<file path="config.mk">
export PLATFORM = sky130hd
export DESIGN_NAME = sram_sleep_ctrl
export DESIGN_NICKNAME = d
export VERILOG_FILES = /design/src/rtl/sram_ctrl_pkg.sv /design/src/rtl/sram_cyc_timer.sv /design/src/rtl/sram_err_counter.sv /design/src/rtl/sram_sleep_ctrl.sv
export SDC_FILE = /design/constraint.sdc
export NUM_CORES = 1
export LEC_CHECK = 0
export ABC_AREA = 1
export BUFFER_PORTS_ARGS = -buffer_cell sky130_fd_sc_hd__buf_2
export CORE_UTILIZATION = 50
export CTS_CLUSTER_SIZE = 24
export DETAILED_ROUTE_END_ITERATION = 12
export PLACE_DENSITY_LB_ADDON = 0.1
export SYNTH_ARGS = -nofsm -noshare
export SYNTH_HDL_FRONTEND = slang
export SYNTH_SLANG_ARGS = --single-unit
</file>
<file path="constraint.sdc">
create_clock -name clk_i -period 2.8 [get_ports clk_i]
set_input_delay 0.28 -clock clk_i [delete_from_list [all_inputs] [get_ports clk_i]]
set_output_delay 0.28 -clock clk_i [all_outputs]
set_load 0.005 [all_outputs]
</file>
<file path="src/rtl/sram_ctrl_pkg.sv">
package sram_ctrl_pkg;

  typedef enum logic [2:0] {
    ST_IDLE, ST_READ, ST_WRITE, ST_SLEEP_ENTER, ST_SLEEP, ST_WAKE_WAIT, ST_READY
  } ctrl_state_e;

  // ceil(ns*1000/clk_ps), never below one cycle
  function automatic int unsigned ns_to_cyc(input int unsigned ns, input int unsigned clk_ps);
    longint unsigned t;
    longint unsigned c;
    t = longint'(ns) * 64'd1000;
    c = (t + longint'(clk_ps) - 64'd1) / longint'(clk_ps);
    if (c == 0) c = 1;
    return int'(c[31:0]);
  endfunction

  function automatic int unsigned max2(input int unsigned a, input int unsigned b);
    return (a > b) ? a : b;
  endfunction

endpackage

</file>
<file path="src/rtl/sram_cyc_timer.sv">
module sram_cyc_timer #(
  parameter int unsigned CNT_W = 8
) (
  input  logic             clk_i,
  input  logic             rst_ni,
  input  logic             load_i,
  input  logic [CNT_W-1:0] load_val_i,
  output logic             done_o
);
  logic [CNT_W-1:0] cnt_q;

  always_ff @(posedge clk_i or negedge rst_ni) begin
    if (!rst_ni)            cnt_q <= '0;
    else if (load_i)        cnt_q <= load_val_i;
    else if (cnt_q != '0)   cnt_q <= cnt_q - 1'b1;
  end

  assign done_o = (cnt_q == '0);

endmodule

</file>
<file path="src/rtl/sram_err_counter.sv">
module sram_err_counter #(
  parameter int unsigned ERR_W = 16
) (
  input  logic             clk_i,
  input  logic             rst_ni,
  input  logic             inc_i,
  output logic [ERR_W-1:0] cnt_o
);
  logic [ERR_W-1:0] cnt_q;

  always_ff @(posedge clk_i or negedge rst_ni) begin
    if (!rst_ni)                      cnt_q <= '0;
    else if (inc_i && (cnt_q != '1))  cnt_q <= cnt_q + 1'b1;
  end

  assign cnt_o = cnt_q;

  p_err_inc_r5: assert property (@(posedge clk_i) disable iff (!rst_ni)
    (inc_i && cnt_q != '1) |=> (cnt_q == $past(cnt_q) + ERR_W'(1)));

  p_err_hold_r5: assert property (@(posedge clk_i) disable iff (!rst_ni)
    (!inc_i || cnt_q == '1) |=> $stable(cnt_q));

endmodule

</file>
<file path="src/rtl/sram_sleep_ctrl.sv">
module sram_sleep_ctrl
  import sram_ctrl_pkg::*;
#(
  parameter int unsigned ADDR_W       = 19,
  parameter int unsigned DATA_W       = 8,
  parameter int unsigned ERR_W        = 16,
  parameter int unsigned CLK_PS       = 8000,
  parameter int unsigned RD_NS        = 10,
  parameter int unsigned WR_PULSE_NS  = 7,
  parameter int unsigned WR_SETUP_NS  = 5,
  parameter int unsigned DS_MIN_NS    = 100,
  parameter int unsigned DS_SETTLE_NS = 1000000,
  parameter int unsigned WAKE_NS      = 300000
) (
  input  logic              clk_i,
  input  logic              rst_ni,
  input  logic              req_valid_i,
  input  logic              req_write_i,
  input  logic [ADDR_W-1:0] req_addr_i,
  input  logic [DATA_W-1:0] req_wdata_i,
  output logic              req_ready_o,
  output logic              rsp_valid_o,
  output logic [DATA_W-1:0] rsp_rdata_o,
  output logic              rsp_err_o,
  output logic [ERR_W-1:0]  err_cnt_o,
  input  logic              sleep_req_i,
  input  logic              wake_req_i,
  output logic [ADDR_W-1:0] mem_addr_o,
  output logic [DATA_W-1:0] mem_wdata_o,
  output logic              mem_wdata_oe_o,
  input  logic [DATA_W-1:0] mem_rdata_i,
  input  logic              mem_err_i,
  output logic              mem_ce_no,
  output logic              mem_oe_no,
  output logic              mem_we_no,
  output logic              mem_ds_no
);

  localparam int unsigned RD_CYC   = ns_to_cyc(RD_NS, CLK_PS);
  localparam int unsigned WR_CYC   = max2(ns_to_cyc(WR_PULSE_NS, CLK_PS), ns_to_cyc(WR_SETUP_NS, CLK_PS));
  localparam int unsigned HOLD_CYC = max2(ns_to_cyc(DS_MIN_NS, CLK_PS), ns_to_cyc(DS_SETTLE_NS, CLK_PS));
  localparam int unsigned WAKE_CYC = ns_to_cyc(WAKE_NS, CLK_PS);
  localparam int unsigned MAX_CYC  = max2(max2(RD_CYC, WR_CYC), max2(HOLD_CYC, WAKE_CYC));
  localparam int unsigned CNT_W    = $clog2(MAX_CYC + 1);

  ctrl_state_e       state_q, state_d;
  logic              tmr_load, tmr_done;
  logic [CNT_W-1:0]  tmr_val;
  logic              wake_pend_q;
  logic [ADDR_W-1:0] addr_q;
  logic [DATA_W-1:0] wdata_q;
  logic              ce_n_q, oe_n_q, we_n_q, ds_n_q, wdata_oe_q;
  logic              rsp_valid_q, rsp_err_q;
  logic [DATA_W-1:0] rsp_rdata_q;
  logic              rd_done;

  always_comb begin
    state_d  = state_q;
    tmr_load = 1'b0;
    tmr_val  = '0;
    unique case (state_q)
      ST_IDLE: begin
        if (req_valid_i) begin
          tmr_load = 1'b1;
          if (req_write_i) begin
            state_d = ST_WRITE;
            tmr_val = CNT_W'(WR_CYC - 1);
          end else begin
            state_d = ST_READ;
            tmr_val = CNT_W'(RD_CYC - 1);
          end
        end else if (sleep_req_i) begin
          state_d  = ST_SLEEP_ENTER;
          tmr_load = 1'b1;
          tmr_val  = CNT_W'(HOLD_CYC - 1);
        end
      end
      ST_READ, ST_WRITE: if (tmr_done) state_d = ST_IDLE;
      ST_SLEEP_ENTER: begin
        if (tmr_done) begin
          if (wake_pend_q || wake_req_i) begin
            state_d  = ST_WAKE_WAIT;
            tmr_load = 1'b1;
            tmr_val  = CNT_W'(WAKE_CYC - 1);
          end else begin
            state_d = ST_SLEEP;
          end
        end
      end
      ST_SLEEP: begin
        if (wake_req_i) begin
          state_d  = ST_WAKE_WAIT;
          tmr_load = 1'b1;
          tmr_val  = CNT_W'(WAKE_CYC - 1);
        end
      end
      ST_WAKE_WAIT: if (tmr_done) state_d = ST_READY;
      ST_READY:     state_d = ST_IDLE;
      default:      state_d = ST_IDLE;
    endcase
  end

  sram_cyc_timer #(.CNT_W(CNT_W)) u_timer (
    .clk_i      (clk_i),
    .rst_ni     (rst_ni),
    .load_i     (tmr_load),
    .load_val_i (tmr_val),
    .done_o     (tmr_done)
  );

  assign rd_done = (state_q == ST_READ) && tmr_done;

  always_ff @(posedge clk_i or negedge rst_ni) begin
    if (!rst_ni) begin
      state_q     <= ST_IDLE;
      wake_pend_q <= 1'b0;
      addr_q      <= '0;
      wdata_q     <= '0;
    end else begin
      state_q     <= state_d;
      wake_pend_q <= (state_q == ST_SLEEP_ENTER) && (state_d == ST_SLEEP_ENTER)
                     && (wake_pend_q || wake_req_i);
      if (state_q == ST_IDLE && req_valid_i) begin
        addr_q  <= req_addr_i;
        wdata_q <= req_wdata_i;
      end
    end
  end

  // strobes registered from next state: glitch-free at the pins
  always_ff @(posedge clk_i or negedge rst_ni) begin
    if (!rst_ni) begin
      ce_n_q     <= 1'b1;
      oe_n_q     <= 1'b1;
      we_n_q     <= 1'b1;
      ds_n_q     <= 1'b1;
      wdata_oe_q <= 1'b0;
    end else begin
      ce_n_q     <= !(state_d == ST_READ || state_d == ST_WRITE);
      oe_n_q     <= (state_d != ST_READ);
      we_n_q     <= (state_d != ST_WRITE);
      ds_n_q     <= !(state_d == ST_SLEEP_ENTER || state_d == ST_SLEEP);
      wdata_oe_q <= (state_d == ST_WRITE);
    end
  end

  always_ff @(posedge clk_i or negedge rst_ni) begin
    if (!rst_ni) begin
      rsp_valid_q <= 1'b0;
      rsp_rdata_q <= '0;
      rsp_err_q   <= 1'b0;
    end else begin
      rsp_valid_q <= rd_done;
      if (rd_done) begin
        rsp_rdata_q <= mem_rdata_i;
        rsp_err_q   <= mem_err_i;
      end
    end
  end

  sram_err_counter #(.ERR_W(ERR_W)) u_err_cnt (
    .clk_i  (clk_i),
    .rst_ni (rst_ni),
    .inc_i  (rd_done && mem_err_i),
    .cnt_o  (err_cnt_o)
  );

  assign req_ready_o    = (state_q == ST_IDLE);
  assign rsp_valid_o    = rsp_valid_q;
  assign rsp_rdata_o    = rsp_rdata_q;
  assign rsp_err_o      = rsp_err_q;
  assign mem_addr_o     = addr_q;
  assign mem_wdata_o    = wdata_q;
  assign mem_wdata_oe_o = wdata_oe_q;
  assign mem_ce_no      = ce_n_q;
  assign mem_oe_no      = oe_n_q;
  assign mem_we_no      = we_n_q;
  assign mem_ds_no      = ds_n_q;

  // deep-sleep low-time monitor for the hold check
  logic [CNT_W-1:0] ds_low_q;
  always_ff @(posedge clk_i or negedge rst_ni) begin
    if (!rst_ni)                          ds_low_q <= '0;
    else if (ds_n_q)                      ds_low_q <= '0;
    else if (ds_low_q < CNT_W'(HOLD_CYC)) ds_low_q <= ds_low_q + 1'b1;
  end

  p_ds_ce_high_r6: assert property (@(posedge clk_i) disable iff (!rst_ni)
    !mem_ds_no |-> (mem_ce_no && !req_ready_o));

  p_ds_hold_r7: assert property (@(posedge clk_i) disable iff (!rst_ni)
    $rose(mem_ds_no) |-> (ds_low_q >= CNT_W'(HOLD_CYC)));

  p_ready_quiet_r4: assert property (@(posedge clk_i) disable iff (!rst_ni)
    req_ready_o |-> (mem_ce_no && mem_ds_no));

  p_rsp_pulse_r2: assert property (@(posedge clk_i) disable iff (!rst_ni)
    rsp_valid_o |=> !rsp_valid_o);

  p_we_excl_r3: assert property (@(posedge clk_i) disable iff (!rst_ni)
    !mem_we_no |-> (mem_oe_no && mem_wdata_oe_o && !mem_ce_no));

  p_wake_lock_r8: assert property (@(posedge clk_i) disable iff (!rst_ni)
    (state_q == ST_WAKE_WAIT) |-> (mem_ce_no && mem_ds_no && !req_ready_o));

endmodule

</file>
==> impl_results.md <==
- GRT Overall Usage: 0.2142
- Setup TNS: 0 ps
- Share of the synthesized area in the top cell type: 0.4820
- Initial antenna violation count: 0
- Placed cells: 613
- Sequential fraction of the synthesis area: 0.5090
- CP Buf/Inv Count: 2
- Global Route met3 Usage: 0.03384
- Global route overflow: 0
- Mean Syn Cell Area: roughly 9 µm²
- Hold Crit Class: in -> async
- Internal power: between 2 and 2.5 mW
- Die width: 90.25 µm
- Num CTS Buffers: 9
- Reg-to-reg critical path startpoint: u_timer.cnt_q[0]
- Result of the run: completed
- R2r worst-path depth: 10
- Final setup viols: 0
- P per Cell Area: approximately 770 nW/µm²
- Combinational share of power: 0.299
- Crit path cell chain: inv_1 > ha_1 > inv_1 > nor2_1 > nand2_1 > nor2_4 > nand3b_4 > nor2_8 > nand2_4 > xor2_1
- Crit path capture type: register
- Static Leak: between 2 and 2.5 nW
- Layout cells sized above 1: 0.3321
- Final ANT Viol Nets: 0
- Worst-skew pair later-pin latency: roughly 350 ps
- Slowest CP cell: dfrtp_1
- Fin. Hold Viols: 0
- RSZ-0062 raised after global routing: false
- Wirelength per Cell: between 10 and 15 µm
- DRT Pass-1 Iters: 4
- Post-synth EDFFs: 0
- CP Depth: 10
- Largest net degree at the start of global routing: 80
- Cts hold-fix bufs: 0
- CP Launch Type: register
- Top Usage Layer GRT: met2
- Crit path from: u_timer.cnt_q[0]
- Clk buf depth: 2
- Initial core utilization: 0.5256
- Non-Filler Instances: 629
- Clock tree sinks: between 70 and 80
- Max Clk Rate: between 500 and 600 MHz
- Critical path data arrival time: 2210 ps
- Max-slew violations: 0
- Most frequent cells in the layout: nand2_1, buf_2, dfrtp_1
- Clk slew on worst S/H paths: roughly 90 ps
- PortBufs: 100
- Top cell type by total area after synthesis: dfrtp_1
- Clk_skew: slightly below 10 ps
- Clk pwr share: 0.239
- GR met1 Demand/Resource: 0.2905
- Syn Inst Count: between 400 and 500
- Number of DRC markers in iteration 0: between 80 and 90
- Worst-margin pin slew: between 900 and 1000 ps
- RePlAce Congestion: between 0.8 and 0.9
- DRC viols: 0
- Peak VDD IR: around 460 µV
- GR Util met2: 0.3410
- Crit path max fanout: 18
- Switching Fraction: 0.3361
- Root Buffer: clkbuf_8
- Asr flop ratio synth: 1.000
- Final Util: 0.6315
- Commonest non-fill, non-tap cell in the layout: nand2_1
- # H-tree levels: 3
- Top Family by Delay on Critical Path: simple AND/OR/NAND/NOR gates
- Synthesized cell area: 3894 µm²
- DP HPWL: around 6 mm
- N_diodes: 0
- First-pass GRT wire length: between 10 and 15 mm
- Critical path required time: ~3000 ps
- Post-CTS Resized: 0
- Total wire length: 8.045 mm
- Sequential power share: 0.462
- P&R area growth vs syn: 20.15%
- P_sw: about 1.2 mW
- CTS tree: yes
- Final worst path period share: 0.7023
- Synth Flop Type: dfrtp_1
- Fin crit period: between 1500 and 2000 ps
- DR vias/cell: ~5.0
- Yosys warning total: 0
- DR vias: approximately 3100
- Post-synth net total: roughly 470
- Synth area leaders: dfrtp_1, nand2_1, mux2_2
- Max_cap viols: 0
- Synth Register Bits: between 70 and 80
- Relative slew slack: 0.3613
- Cell mode on critical path: inv_1
- Crit path kind: reg -> reg
- IO Count: 101
- Chip height: between 90 and 100 µm
- Vias in the first global route: 3026
- Post CTS Setup Buffer Count: 0
- Die footprint: just over 8000 µm²
- Nets: between 500 and 600
- Core area: about 7400 µm²
- Row cnt: 31
- Count of cell types in the netlist: 32
- Largest stage delay on the critical path: about 380 ps
## cell families after synthesis
kind of cell / synth area share
buffers and inverters: 0.04756
AOI/OAI and AO/OA: 0.03213
adders and majority gates: 0.009641
xor gates and xnor gates: 0.06073
muxes: 0.07808
DFF: 0.5090
and+or+nand+nor: 0.2629
## layout make-up
type	count	area, µm²
Clock buffer	9	123.9
Clock inverter	7	80.08
Fill cell	653	2730
Inverter	37	138.9
Multi-Input combinational cell	298	1727
Sequential cell	79	1982
Tap cell	99	123.9
Timing Repair Buffer	100	503.0
## cells in the mapped netlist (4+ instances only)
library cell and instances:
nand2_1 113, dfrtp_1 75, nor2_1 39, inv_1 33, mux2_2 27, nand3_1 24
xnor2_1 14, xor2_1 13, a21oi_1 9, nor3_1 9, o21ai_0 9, nor2_2 8
nand4_1 6, nand3_2 5, buf_4 4, dfstp_2 4, nand2_2 4
## registers in the layout, summed over array words and instances (netlist names)
register	flops
mem_wdata_o	8
u_err_cnt.cnt_o	16
mem_ce_no	1
rsp_rdata_o	8
mem_oe_no	1
mem_addr_o	19
state_q	3
mem_wdata_oe_o	1
u_timer.cnt_q	17
wake_pend_q	1
mem_ds_no	1
mem_we_no	1
rsp_valid_o	1
rsp_err_o	1
## per-stage QoR
step | power, mW | hold slack (ps) | worst slack, ps | instance area, µm²
2_1_floorplan | 2.392 | -15.59 | 1173 | 3894
3_3_place_gp | 2.749 | 462.8 | 876.6 | 4474
3_5_place_dp | 2.784 | 461.3 | 850.3 | 4474
4_1_cts | 3.655 | 114.8 | 835.9 | 4678
5_1_grt | 3.887 | 127.6 | 588.2 | 4678
6_report | 3.623 | 68.12 | 833.5 | 4678
## routing by layer
layer / vias up / part of all wire / routed length [µm]
met5: - / 0 / 0
met3: 14 / 0.044 / 351
li1: 1556 / - / -
met1: 1482 / 0.46 / 3696
met4: 0 / 0.021 / 167
met2: 80 / 0.48 / 3828
## final timing paths
kind,endpoint,slack (ps)
max,u_err_cnt.cnt_o[0],830
min,u_err_cnt.cnt_o[9],70
max reg2reg,u_err_cnt.cnt_o[0],830
min reg2reg,rsp_rdata_o[0],480
max in group asynchronous,mem_wdata_o[1],2110
min in group clk_i,rsp_rdata_o[1],130
## power groups by stage
stage,Combinational (mW),Clock [mW],Sequential (mW)
final,1.08,0.867,1.67
after global routing,1.24,0.932,1.72
after floorplan,0.710,0,1.68
after global placement,1.07,0,1.68
after CTS,1.09,0.887,1.67
after detailed placement,1.09,0,1.69
## worst reg2reg max path: stages (launching register included)
cell	delay, ps
dfrtp_1	380
inv_1	130
ha_1	190
inv_1	40
nor2_1	80
nand2_1	100
nor2_4	150
nand3b_4	190
nor2_8	250
nand2_4	170
xor2_1	170
No activity file was read; power rests on OpenSTA's default activity.
